File: config.mk
export PLATFORM = sky130hd
export DESIGN_NAME = twd_watchdog
export DESIGN_NICKNAME = d
export VERILOG_FILES = /design/src/rtl/twd_pkg.sv /design/src/rtl/twd_timebase.sv /design/src/rtl/twd_regs.sv /design/src/rtl/twd_fsm.sv /design/src/rtl/twd_watchdog.sv
export SDC_FILE = /design/constraint.sdc
export NUM_CORES = 1
export LEC_CHECK = 0
export BUFFER_PORTS_ARGS = -buffer_cell sky130_fd_sc_hd__buf_2
export CAP_MARGIN = 20
export CORE_MARGIN = 3
export CORE_UTILIZATION = 49
export CTS_BUF_LIST = sky130_fd_sc_hd__clkbuf_16
export CTS_CLUSTER_DIAMETER = 150
export DETAILED_ROUTE_END_ITERATION = 8
export PLACE_DENSITY_LB_ADDON = 0.05
export SLEW_MARGIN = 10
export SYNTH_ARGS = -nofsm -noshare
export SYNTH_HDL_FRONTEND = slang
export SYNTH_SLANG_ARGS = --single-unit
File: constraint.sdc
create_clock -name clk -period 1.52 [get_ports clk]
set_clock_uncertainty 0.1 [all_clocks]
set_input_delay 0.304 -clock clk [delete_from_list [all_inputs] [get_ports clk]]
set_output_delay 0.304 -clock clk [all_outputs]
set_load 0.005 [all_outputs]
File: src/rtl/twd_pkg.sv
package twd_pkg;
    typedef enum logic [1:0] {
        ST_IDLE   = 2'd0,
        ST_ARMED  = 2'd1,
        ST_WARNED = 2'd2,
        ST_FIRED  = 2'd3
    } twd_state_e;

    // word selects (byte address bits [3:2])
    localparam int unsigned SEL_CTLA = 0;
    localparam int unsigned SEL_CTLB = 1;
    localparam int unsigned SEL_TB   = 2;

    // field positions
    localparam int unsigned CTLA_CAUSE_BIT = 3;
    localparam int unsigned CTLA_WARN_BIT  = 2;
    localparam int unsigned CTLA_ENA_BIT   = 1;
    localparam int unsigned CTLB_ENB_BIT   = 0;
endpackage

File: src/rtl/twd_timebase.sv
module twd_timebase #(
    parameter int unsigned TB_W = 32
) (
    input  logic            clk,
    input  logic            rst_n,
    output logic [TB_W-1:0] count_o
);
    logic [TB_W-1:0] count_q;

    always_ff @(posedge clk or negedge rst_n) begin
        if (!rst_n) begin
            count_q <= '0;
        end else begin
            count_q <= count_q + TB_W'(1);
        end
    end

    assign count_o = count_q;
endmodule

File: src/rtl/twd_regs.sv
module twd_regs
    import twd_pkg::*;
#(
    parameter int unsigned ADDR_W      = 4,
    parameter int unsigned REG_W       = 32,
    parameter int unsigned TB_W        = 32,
    parameter bit          ENABLE_ONCE = 1'b0
) (
    input  logic              clk,
    input  logic              rst_n,
    input  logic              por_n,
    input  logic              wr_en,
    input  logic              rd_en,
    input  logic [ADDR_W-1:0] addr,
    input  logic [REG_W-1:0]  wdata,
    input  logic [TB_W-1:0]   tb_i,
    input  logic              first_exp_i,
    input  logic              second_exp_i,
    output logic [REG_W-1:0]  rdata_o,
    output logic              en_any_o,
    output logic              service_o,
    output logic              warn_flag_o,
    output logic              cause_flag_o
);
    localparam int unsigned WORD_W = ADDR_W - 2;

    logic [WORD_W-1:0] word;
    logic              hit_a, hit_b, hit_tb;
    logic              wr_a, wr_b;
    logic              en_a_q, en_b_q, en_a_d, en_b_d;
    logic              warn_q, cause_q;
    logic [REG_W-1:0]  rd_mux, rdata_q;
    logic              unused_bits;

    assign word   = addr[ADDR_W-1:2];
    assign hit_a  = (word == WORD_W'(SEL_CTLA));
    assign hit_b  = (word == WORD_W'(SEL_CTLB));
    assign hit_tb = (word == WORD_W'(SEL_TB));
    assign wr_a   = wr_en && hit_a;
    assign wr_b   = wr_en && hit_b;

    assign unused_bits = ^{addr[1:0], wdata[REG_W-1:CTLA_CAUSE_BIT+1]};

    // enable next-state: sticky variant selected by parameter
    generate
        if (ENABLE_ONCE) begin : g_sticky
            always_comb begin
                en_a_d = en_a_q;
                en_b_d = en_b_q;
                if (wr_a) en_a_d = wdata[CTLA_ENA_BIT] | en_a_q;
                if (wr_b) en_b_d = wdata[CTLB_ENB_BIT] | en_b_q;
            end
        end else begin : g_plain
            always_comb begin
                en_a_d = en_a_q;
                en_b_d = en_b_q;
                if (wr_a) en_a_d = wdata[CTLA_ENA_BIT];
                if (wr_b) en_b_d = wdata[CTLB_ENB_BIT];
            end
        end
    endgenerate

    always_ff @(posedge clk or negedge rst_n) begin
        if (!rst_n) begin
            en_a_q <= 1'b0;
            en_b_q <= 1'b0;
        end else begin
            en_a_q <= en_a_d;
            en_b_q <= en_b_d;
        end
    end

    // warning flag: write-one-to-clear, set by the first expiry
    always_ff @(posedge clk or negedge rst_n) begin
        if (!rst_n) begin
            warn_q <= 1'b0;
        end else if (wr_a && wdata[CTLA_WARN_BIT]) begin
            warn_q <= 1'b0;
        end else if (first_exp_i) begin
            warn_q <= 1'b1;
        end
    end

    // reset-cause flag: only power-on reset or write-one clears it
    always_ff @(posedge clk or negedge por_n) begin
        if (!por_n) begin
            cause_q <= 1'b0;
        end else if (wr_a && wdata[CTLA_CAUSE_BIT]) begin
            cause_q <= 1'b0;
        end else if (second_exp_i) begin
            cause_q <= 1'b1;
        end
    end

    always_comb begin
        rd_mux = '0;
        if (hit_a) begin
            rd_mux[CTLA_CAUSE_BIT] = cause_q;
            rd_mux[CTLA_WARN_BIT]  = warn_q;
            rd_mux[CTLA_ENA_BIT]   = en_a_q;
        end else if (hit_b) begin
            rd_mux[CTLB_ENB_BIT] = en_b_q;
        end else if (hit_tb) begin
            rd_mux[TB_W-1:0] = tb_i;
        end
    end

    always_ff @(posedge clk or negedge rst_n) begin
        if (!rst_n) begin
            rdata_q <= '0;
        end else if (rd_en) begin
            rdata_q <= rd_mux;
        end
    end

    assign rdata_o      = rdata_q;
    assign en_any_o     = en_a_q | en_b_q;
    assign service_o    = wr_a && (wdata[CTLA_WARN_BIT] || wdata[CTLA_CAUSE_BIT]);
    assign warn_flag_o  = warn_q;
    assign cause_flag_o = cause_q;
endmodule

File: src/rtl/twd_fsm.sv
module twd_fsm
    import twd_pkg::*;
#(
    parameter int unsigned INTERVAL_N = 16
) (
    input  logic       clk,
    input  logic       rst_n,
    input  logic       en_any_i,
    input  logic       service_i,
    output twd_state_e state_o,
    output logic       first_exp_o,
    output logic       second_exp_o,
    output logic       sys_rst_o
);
    localparam logic [INTERVAL_N-1:0] CNT_LAST = '1;

    twd_state_e            state_q, state_d;
    logic [INTERVAL_N-1:0] cnt_q;
    logic                  wrap;

    assign wrap = (cnt_q == CNT_LAST);

    // state register
    always_ff @(posedge clk or negedge rst_n) begin
        if (!rst_n) begin
            state_q <= ST_IDLE;
        end else begin
            state_q <= state_d;
        end
    end

    // next state
    always_comb begin
        state_d = state_q;
        unique case (state_q)
            ST_IDLE: begin
                if (en_any_i) state_d = ST_ARMED;
            end
            ST_ARMED: begin
                if (!en_any_i)      state_d = ST_IDLE;
                else if (service_i) state_d = ST_ARMED;
                else if (wrap)      state_d = ST_WARNED;
            end
            ST_WARNED: begin
                if (!en_any_i)      state_d = ST_IDLE;
                else if (service_i) state_d = ST_ARMED;
                else if (wrap)      state_d = ST_FIRED;
            end
            ST_FIRED: begin
                if (!en_any_i)      state_d = ST_IDLE;
                else if (service_i) state_d = ST_ARMED;
            end
            default: state_d = ST_IDLE;
        endcase
    end

    // expiry counter: cleared on any state change, service, idle or fired
    always_ff @(posedge clk or negedge rst_n) begin
        if (!rst_n) begin
            cnt_q <= '0;
        end else if ((state_d != state_q) || service_i ||
                     (state_q == ST_IDLE) || (state_q == ST_FIRED)) begin
            cnt_q <= '0;
        end else begin
            cnt_q <= cnt_q + INTERVAL_N'(1);
        end
    end

    // outputs
    always_comb begin
        first_exp_o  = (state_q == ST_ARMED)  && (state_d == ST_WARNED);
        second_exp_o = (state_q == ST_WARNED) && (state_d == ST_FIRED);
        sys_rst_o    = (state_q == ST_FIRED);
    end

    assign state_o = state_q;
endmodule

File: src/rtl/twd_watchdog.sv
module twd_watchdog
    import twd_pkg::*;
#(
    parameter int unsigned ADDR_W      = 4,
    parameter int unsigned REG_W       = 32,
    parameter int unsigned TB_W        = 32,
    parameter int unsigned INTERVAL_N  = 16,
    parameter bit          ENABLE_ONCE = 1'b0
) (
    input  logic              clk,
    input  logic              rst_n,
    input  logic              por_n,
    input  logic              bus_wr_en,
    input  logic              bus_rd_en,
    input  logic [ADDR_W-1:0] bus_addr,
    input  logic [REG_W-1:0]  bus_wdata,
    output logic [REG_W-1:0]  bus_rdata,
    output logic              irq_o,
    output logic              sys_rst_o
);
    logic [TB_W-1:0] tb_count;
    logic            en_any, service, warn_flag, cause_flag;
    logic            first_exp, second_exp;
    twd_state_e      state;

    twd_timebase #(.TB_W(TB_W)) u_tb (
        .clk     (clk),
        .rst_n   (rst_n),
        .count_o (tb_count)
    );

    twd_regs #(
        .ADDR_W      (ADDR_W),
        .REG_W       (REG_W),
        .TB_W        (TB_W),
        .ENABLE_ONCE (ENABLE_ONCE)
    ) u_regs (
        .clk          (clk),
        .rst_n        (rst_n),
        .por_n        (por_n),
        .wr_en        (bus_wr_en),
        .rd_en        (bus_rd_en),
        .addr         (bus_addr),
        .wdata        (bus_wdata),
        .tb_i         (tb_count),
        .first_exp_i  (first_exp),
        .second_exp_i (second_exp),
        .rdata_o      (bus_rdata),
        .en_any_o     (en_any),
        .service_o    (service),
        .warn_flag_o  (warn_flag),
        .cause_flag_o (cause_flag)
    );

    twd_fsm #(.INTERVAL_N(INTERVAL_N)) u_fsm (
        .clk          (clk),
        .rst_n        (rst_n),
        .en_any_i     (en_any),
        .service_i    (service),
        .state_o      (state),
        .first_exp_o  (first_exp),
        .second_exp_o (second_exp),
        .sys_rst_o    (sys_rst_o)
    );

    assign irq_o = warn_flag && en_any;
endmodule

==> results.toml, run 1 <==
[run_status]
run_status = "finished, final reports clean"

[drt]
routedWlPerCell_um = 13.45
num_vias = 2908
routed_via_density = 5.022
postRouteAntennaNets = 0
detail_route.drc_violations = 0
drt_iter0_markers = 106
drt-pass1-iter-count = 4
route.final.wire_length_mm = 7.786

[synth]
synthesis.yosys.warnings = 0
synthDistinctLibCells = 44
yosysTopAreaCell = "sky130_fd_sc_hd__dfrtp_1"
yosys.area.top_type_share = 0.5636
postSynthNetCount = 413
most_frequently_used_flop_master_after_synthesis = "sky130_fd_sc_hd__dfrtp_1"
syn_avg_cell_area_um2 = 10.32
synth_edf_count = 0
post_synth_instance_area_mm2 = 0.003819
ys_seq_area_frac = 0.5636
largest_cells_by_area_after_synthesis = "sky130_fd_sc_hd__dfrtp_1, sky130_fd_sc_hd__xnor2_1, sky130_fd_sc_hd__nand2_1, sky130_fd_sc_hd__o21ai_0, sky130_fd_sc_hd__inv_1"
postSynth.asyncResetShare = 1.000
synth_seq_cells = 86
netlist_instances = 370

[worst_setup_path]
start_kind = "flip-flop"
timing.rr.start = "u_tb.count_o[0]$_DFF_PN0_"
timing.setup.critical_path_class = "reg -> reg"
cp_data_required_time_ns = 1.63
critPathCaptureType = "flip-flop"
worst-r2r-cell-count = 6
ff2ff_setup_slack_ns = 0.02
critical_path.max_fanout = 5
arrival_ns = 1.61
r2r-end = "u_tb.count_o[30]$_DFF_PN0_"

[cts]
clock_tree_from_tritoncts = "built"
clock_tree.htree_level_count = 3
clk_root_buffer_cell = "sky130_fd_sc_hd__clkbuf_16"
worst_setup_hold_path_clk_slew_ns = 0.07
inserted_clock_buffers = 9
clk_latency_ns = 0.33
ctsLongestPathBuffers = 2
clock_sinks = 86

[placed_design]
placedCellCount = 554
place.port_buffers = 44
detailed_place_hpwl_mm = 5.216
dp_worst_setup_slack_ns = -0.07346
place.gp.congestion = 0.7625
place_area_mm2 = 0.004534

[worst_hold_path]
hold_depth = 3
timing.hold.worst_endpoint = "u_regs.en_a_q$_DFFE_PN0N_"
hold_class = "in -> reg"
hold_start = "bus_wdata[1]"

[floorplan]
placeableCoreArea_mm2 = 0.007408
start_util = 0.5155
floorplan.die_area_mm2 = 0.008889
die_height_um = 94.28
fp-row-count = 31
io_pins = 75
die_width_um = 94.28

[grt]
globalRouteOverflowTotal = 0
grt_pass1_wl_mm = 13.28
grt_pass1_vias = 2952
grt_antenna_before_repair = 0
grtUsageTotal = 0.1896
grt_max_degree = 86

[final_layout]
final-seq-area_mm2 = 0.002153
mostFrequentLayoutCell = "sky130_fd_sc_hd__dfrtp_1"
insertedDiodeCount = 0
design.final.nets = 518
finalInstanceArea_mm2 = 0.005121
final_layout_size_suffix_gt1_frac = 0.3292
multiInputGateArea_mm2 = 0.001638
layout_common_cells = "sky130_fd_sc_hd__dfrtp_1, sky130_fd_sc_hd__buf_4, sky130_fd_sc_hd__nand2_1, sky130_fd_sc_hd__buf_2, sky130_fd_sc_hd__inv_1"
filler_cell_count = 578
layout.cells.non_filler = 579
final_core_utilization = 0.6913
areaGrowthSynthToFinish_pct = 34.11

[power]
cellPowerDensity_mw_per_mm2 = 990.9
ir_worst_vdd_mv = 0.6575
power.static_leakage_nw = 2.423
design_power_total_mw = 5.074

[sta]
timing.max_slew.rel_slack = 0.7069
period_minus_slack_ns = 1.498
fin_worst_hold_slack_ns = 0.06592
period_share = 0.9858
max_clock_freq_ghz = 0.6674
hold_viol = 0
worst_slew_pin_slew_ns = 0.4397
setup_repair_after_global_routing_missed_its_margin = "true"
finalSetupTns_ns = 0
final-setup-viol-count = 0
finalMaxSlewViolations = 0
final.setup.worst_slack_ns = 0.02156

[run]
total_of_max_cap_violations = 0
## synthesized netlist by cell type, types with 3 or more instances
master / number
sky130_fd_sc_hd__nor2_1: 23
sky130_fd_sc_hd__o21ai_0: 30
sky130_fd_sc_hd__nor2b_1: 3
sky130_fd_sc_hd__nand4_1: 13
sky130_fd_sc_hd__xnor2_1: 32
sky130_fd_sc_hd__and3_1: 7
sky130_fd_sc_hd__xor2_1: 11
sky130_fd_sc_hd__a21oi_1: 3
sky130_fd_sc_hd__and2_1: 6
sky130_fd_sc_hd__and4_1: 6
sky130_fd_sc_hd__buf_2: 4
sky130_fd_sc_hd__buf_4: 4
sky130_fd_sc_hd__nor3_1: 5
sky130_fd_sc_hd__nand2_1: 44
sky130_fd_sc_hd__clkbuf_1: 3
sky130_fd_sc_hd__nand3_1: 17
sky130_fd_sc_hd__dfrtp_1: 86
sky130_fd_sc_hd__inv_1: 36
sky130_fd_sc_hd__mux2i_1: 3
sky130_fd_sc_hd__o22ai_1: 4
## report_power, final
part / internal (mW) / total [mW] / switching, mW
Clock: 1.43 / 2.29 / 0.864
Sequential: 2.33 / 2.38 / 0.0449
Combinational: 0.183 / 0.402 / 0.219
Total: 3.95 / 5.07 / 1.13
## final cells by class
| type | instances | area share |
|---|---|---|
| flip-flops and latches | 86 | 0.4205 |
| multi-input cells | 236 | 0.3198 |
| repair buffers | 106 | 0.1478 |
| clock buffers | 9 | 0.04398 |
| inverters | 36 | 0.02639 |
| well taps | 99 | 0.02419 |
| clock inverters | 7 | 0.01735 |
## how the worst max path moves through the flow
stage | startpoint | end | slack (ns) | cells after the start
after floorplan | u_fsm.cnt_q[0]$_DFF_PN0_ | u_fsm.cnt_q[14]$_DFF_PN0_ | 0.003 | 5
after global placement | bus_addr[3] | u_regs.cause_flag_o$_DFFE_PN0P_ | -0.06 | 5
after detailed placement | bus_addr[3] | u_regs.cause_flag_o$_DFFE_PN0P_ | -0.07 | 5
after CTS | u_fsm.cnt_q[0]$_DFF_PN0_ | u_regs.cause_flag_o$_DFFE_PN0P_ | -0.01 | 5
after global routing | u_tb.count_o[1]$_DFF_PN0_ | u_tb.count_o[18]$_DFF_PN0_ | -0.07 | 6
final | u_tb.count_o[0]$_DFF_PN0_ | u_tb.count_o[30]$_DFF_PN0_ | 0.02 | 6
## kinds of logic after synthesis
kind of cell               Yosys count  share of synthesized area
muxes                                4                    0.01081
and+or+nand+nor                    142                     0.1982
xor gates and xnor gates            43                    0.09862
adders and majority gates            2                   0.006552
AOI/OAI and AO/OA                   45                    0.06782
DFF                                 86                     0.5636
buffers and inverters               48                    0.05439
## per-layer routing
metal	part of all wire	wire, um	GRT usage
met5	0	0	0
met4	0.015	114	0.07341
met3	0.028	219	0.03285
met2	0.51	3981	0.3316
met1	0.45	3470	0.2323
## critical path, cell delays in order (launching register included)
cell and delay, ns:
sky130_fd_sc_hd__dfrtp_1 0.41, sky130_fd_sc_hd__ha_4 0.17, sky130_fd_sc_hd__nand3_4 0.07, sky130_fd_sc_hd__nor3_4 0.21, sky130_fd_sc_hd__buf_6 0.16, sky130_fd_sc_hd__nand4_1 0.11
sky130_fd_sc_hd__xnor2_1 0.15
## flip-flops by register name (all words and copies together), names as in the netlist
signal               flops
u_fsm.state_o            2
u_regs.en_b_q            1
u_fsm.cnt_q             16
u_regs.en_a_q            1
u_regs.cause_flag_o      1
u_tb.count_o            32
u_regs.rdata_o          32
u_regs.warn_flag_o       1
## repair_timing
action,4_1_cts,5_1_grt
endpoints found under the setup margin,4,38
gates resized for setup,4,42
hold buffers,2,0
pin swaps,2,25
buffers inserted,1,6
endpoints found under the hold margin,86,0
cloned,0,0
(Power assumes the default switching activity.)
==> run 2, diff against run 1 <==
BUFFER_PORTS_ARGS = unset   (was -buffer_cell sky130_fd_sc_hd__buf_2)
CORE_UTILIZATION = 57   (was 49)
DONT_BUFFER_PORTS = 1   (was unset)
RECOVER_POWER = 25   (was unset)
==> results.toml, run 2 (synthesized netlist as in run 1, its figures left out) <==
[run_status]
run_status = "finished with violations"
failed_checks = "negative hold slack, negative setup slack"

[placed_design]
place.gp.congestion = 0.7668
place.port_buffers = 0
place_area_mm2 = 0.004217
placedCellCount = 479
detailed_place_hpwl_mm = 4.761

[worst_setup_path]
critical_path.max_fanout = 7
timing.rr.start = "u_fsm.cnt_q[1]$_DFF_PN0_"
worst-r2r-cell-count = 6
critPathCaptureType = "flip-flop"
crit_family = "flip-flops"
arrival_ns = 1.64
path_depth = 6
critical-path-slowest-cell = "sky130_fd_sc_hd__dfrtp_1"
startpoint = "u_fsm.cnt_q[1]$_DFF_PN0_"
cp_data_required_time_ns = 1.64
start_kind = "flip-flop"
critical_path.max_stage_delay_ns = 0.35
crit_buf_inv = 1
ff2ff_setup_slack_ns = -0.00008
timing.setup.critical_path_class = "reg -> reg"
worstPathCellList = "ha_2 > nand3_4 > nand2b_4 > o211ai_4 > clkbuf_16 > nor2_1"
cp-endpoint = "u_fsm.cnt_q[2]$_DFF_PN0_"
r2r-end = "u_fsm.cnt_q[2]$_DFF_PN0_"

[drt]
drt_iter0_markers = 120
routed_via_density = 5.419
num_vias = 2769
routedWlPerCell_um = 14.96
detail_route.drc_violations = 0
postRouteAntennaNets = 0
drt-pass1-iter-count = 4
route.final.wire_length_mm = 7.644

[sta]
timing.max_slew.rel_slack = 0.4543
hold_viol = 85
finalMaxSlewViolations = 0
worst_slew_pin_slew_ns = 0.8185
fin_worst_hold_slack_ns = -0.4358
max_clock_freq_ghz = 0.6579
final.setup.worst_slack_ns = -0.00007916
final-setup-viol-count = 1
period_share = 1.000
period_minus_slack_ns = 1.520
setup_repair_after_global_routing_missed_its_margin = "true"

[floorplan]
die_width_um = 87.85
io_pins = 75
die_height_um = 87.85
start_util = 0.5946
floorplan.die_area_mm2 = 0.007718
placeableCoreArea_mm2 = 0.006422
fp-row-count = 29

[grt]
grtUsageTotal = 0.2070
grt_pass1_wl_mm = 12.41
grt_max_degree = 86
grt_pass1_vias = 2799
grt_antenna_before_repair = 0
globalRouteOverflowTotal = 0

[final_layout]
final_core_utilization = 0.7462
filler_cell_count = 448
layout.cells.non_filler = 511
layout_common_cells = "sky130_fd_sc_hd__dfrtp_1, sky130_fd_sc_hd__buf_4, sky130_fd_sc_hd__nand2_1"
insertedDiodeCount = 0
areaGrowthSynthToFinish_pct = 25.49
mostFrequentLayoutCell = "sky130_fd_sc_hd__dfrtp_1"
design.final.nets = 473
finalInstanceArea_mm2 = 0.004792
final_layout_size_suffix_gt1_frac = 0.2258

[cts]
worst_setup_hold_path_clk_slew_ns = 0.06
clk_root_buffer_cell = "sky130_fd_sc_hd__clkbuf_16"
clock_sinks = 86
ctsLongestPathBuffers = 2
inserted_clock_buffers = 9
clock_tree_from_tritoncts = "built"
clock_tree.htree_level_count = 3
clk_latency_ns = 0.33

[run]
total_of_max_cap_violations = 0

[power]
design_power_total_mw = 4.598
cellPowerDensity_mw_per_mm2 = 959.6
ir_worst_vdd_mv = 0.7385
power.static_leakage_nw = 2.180

[worst_hold_path]
hold_class = "in -> async"
run 2: cell count changes in the layout (fill, tap and decap cells not counted), moves of 3 or more:
cell	delta
sky130_fd_sc_hd__buf_2	-43
sky130_fd_sc_hd__dlygate4sd3_1	+8
sky130_fd_sc_hd__buf_6	-6
sky130_fd_sc_hd__buf_4	-5
sky130_fd_sc_hd__nor2_2	-3
run 2: metal layers:
metal  track usage  up-vias  share of wire
li1              -     1362              -
met1        0.2581     1354           0.44
met2        0.3432       38           0.50
met5             0        -              0
met4        0.1004        0          0.022
met3       0.04327       15          0.029
run 2: where the power goes:
part	internal [mW]	switching, mW	total (mW)
Sequential	2.33	0.0402	2.37
Clock	1.07	0.826	1.89
Combinational	0.165	0.169	0.333
Total	3.56	1.04	4.60
run 2: worst min path at each step:
| stage | end | slack, ns | depth (start not counted) |
|---|---|---|---|
| finish | u_tb.count_o[27]$_DFF_PN0_ | -0.44 | 0 |
| global route | u_tb.count_o[13]$_DFF_PN0_ | -0.45 | 0 |
| CTS | u_tb.count_o[13]$_DFF_PN0_ | -0.44 | 0 |
| detailed placement | u_regs.cause_flag_o$_DFFE_PN0P_ | -0.09 | 0 |
| global placement | u_regs.cause_flag_o$_DFFE_PN0P_ | -0.09 | 0 |
| floorplan | u_fsm.cnt_q[0]$_DFF_PN0_ | -0.09 | 0 |
run 2: through the flow:
step	setup slack [ns]	TNS (ns)
after CTS	0.007033	0
final	-0.00007916	-0.00007916
after floorplan	0.002539	0
after global placement	0.01438	0
after global routing	-0.09894	-1.097
after detailed placement	0.006823	0
run 2: final cells by class:
type	count	area [um2]	share of cell area
Clock buffer	9	225.2	0.04700
Inverter	36	135.1	0.02820
Clock inverter	6	23.77	0.004961
Timing Repair Buffer	61	534.3	0.1115
Tap cell	77	96.34	0.02010
Sequential cell	86	2152	0.4491
Multi-Input combinational cell	236	1625	0.3392
run 2: repair_timing:
item | CTS | global route
setup endpoints to repair | 2 | 49
gates cloned | 0 | 1
buffers inserted | 2 | 3
pin swaps | 0 | 20
hold buffers | 10 | 1
hold endpoints to repair | 120 | 86
resized for setup | 1 | 36
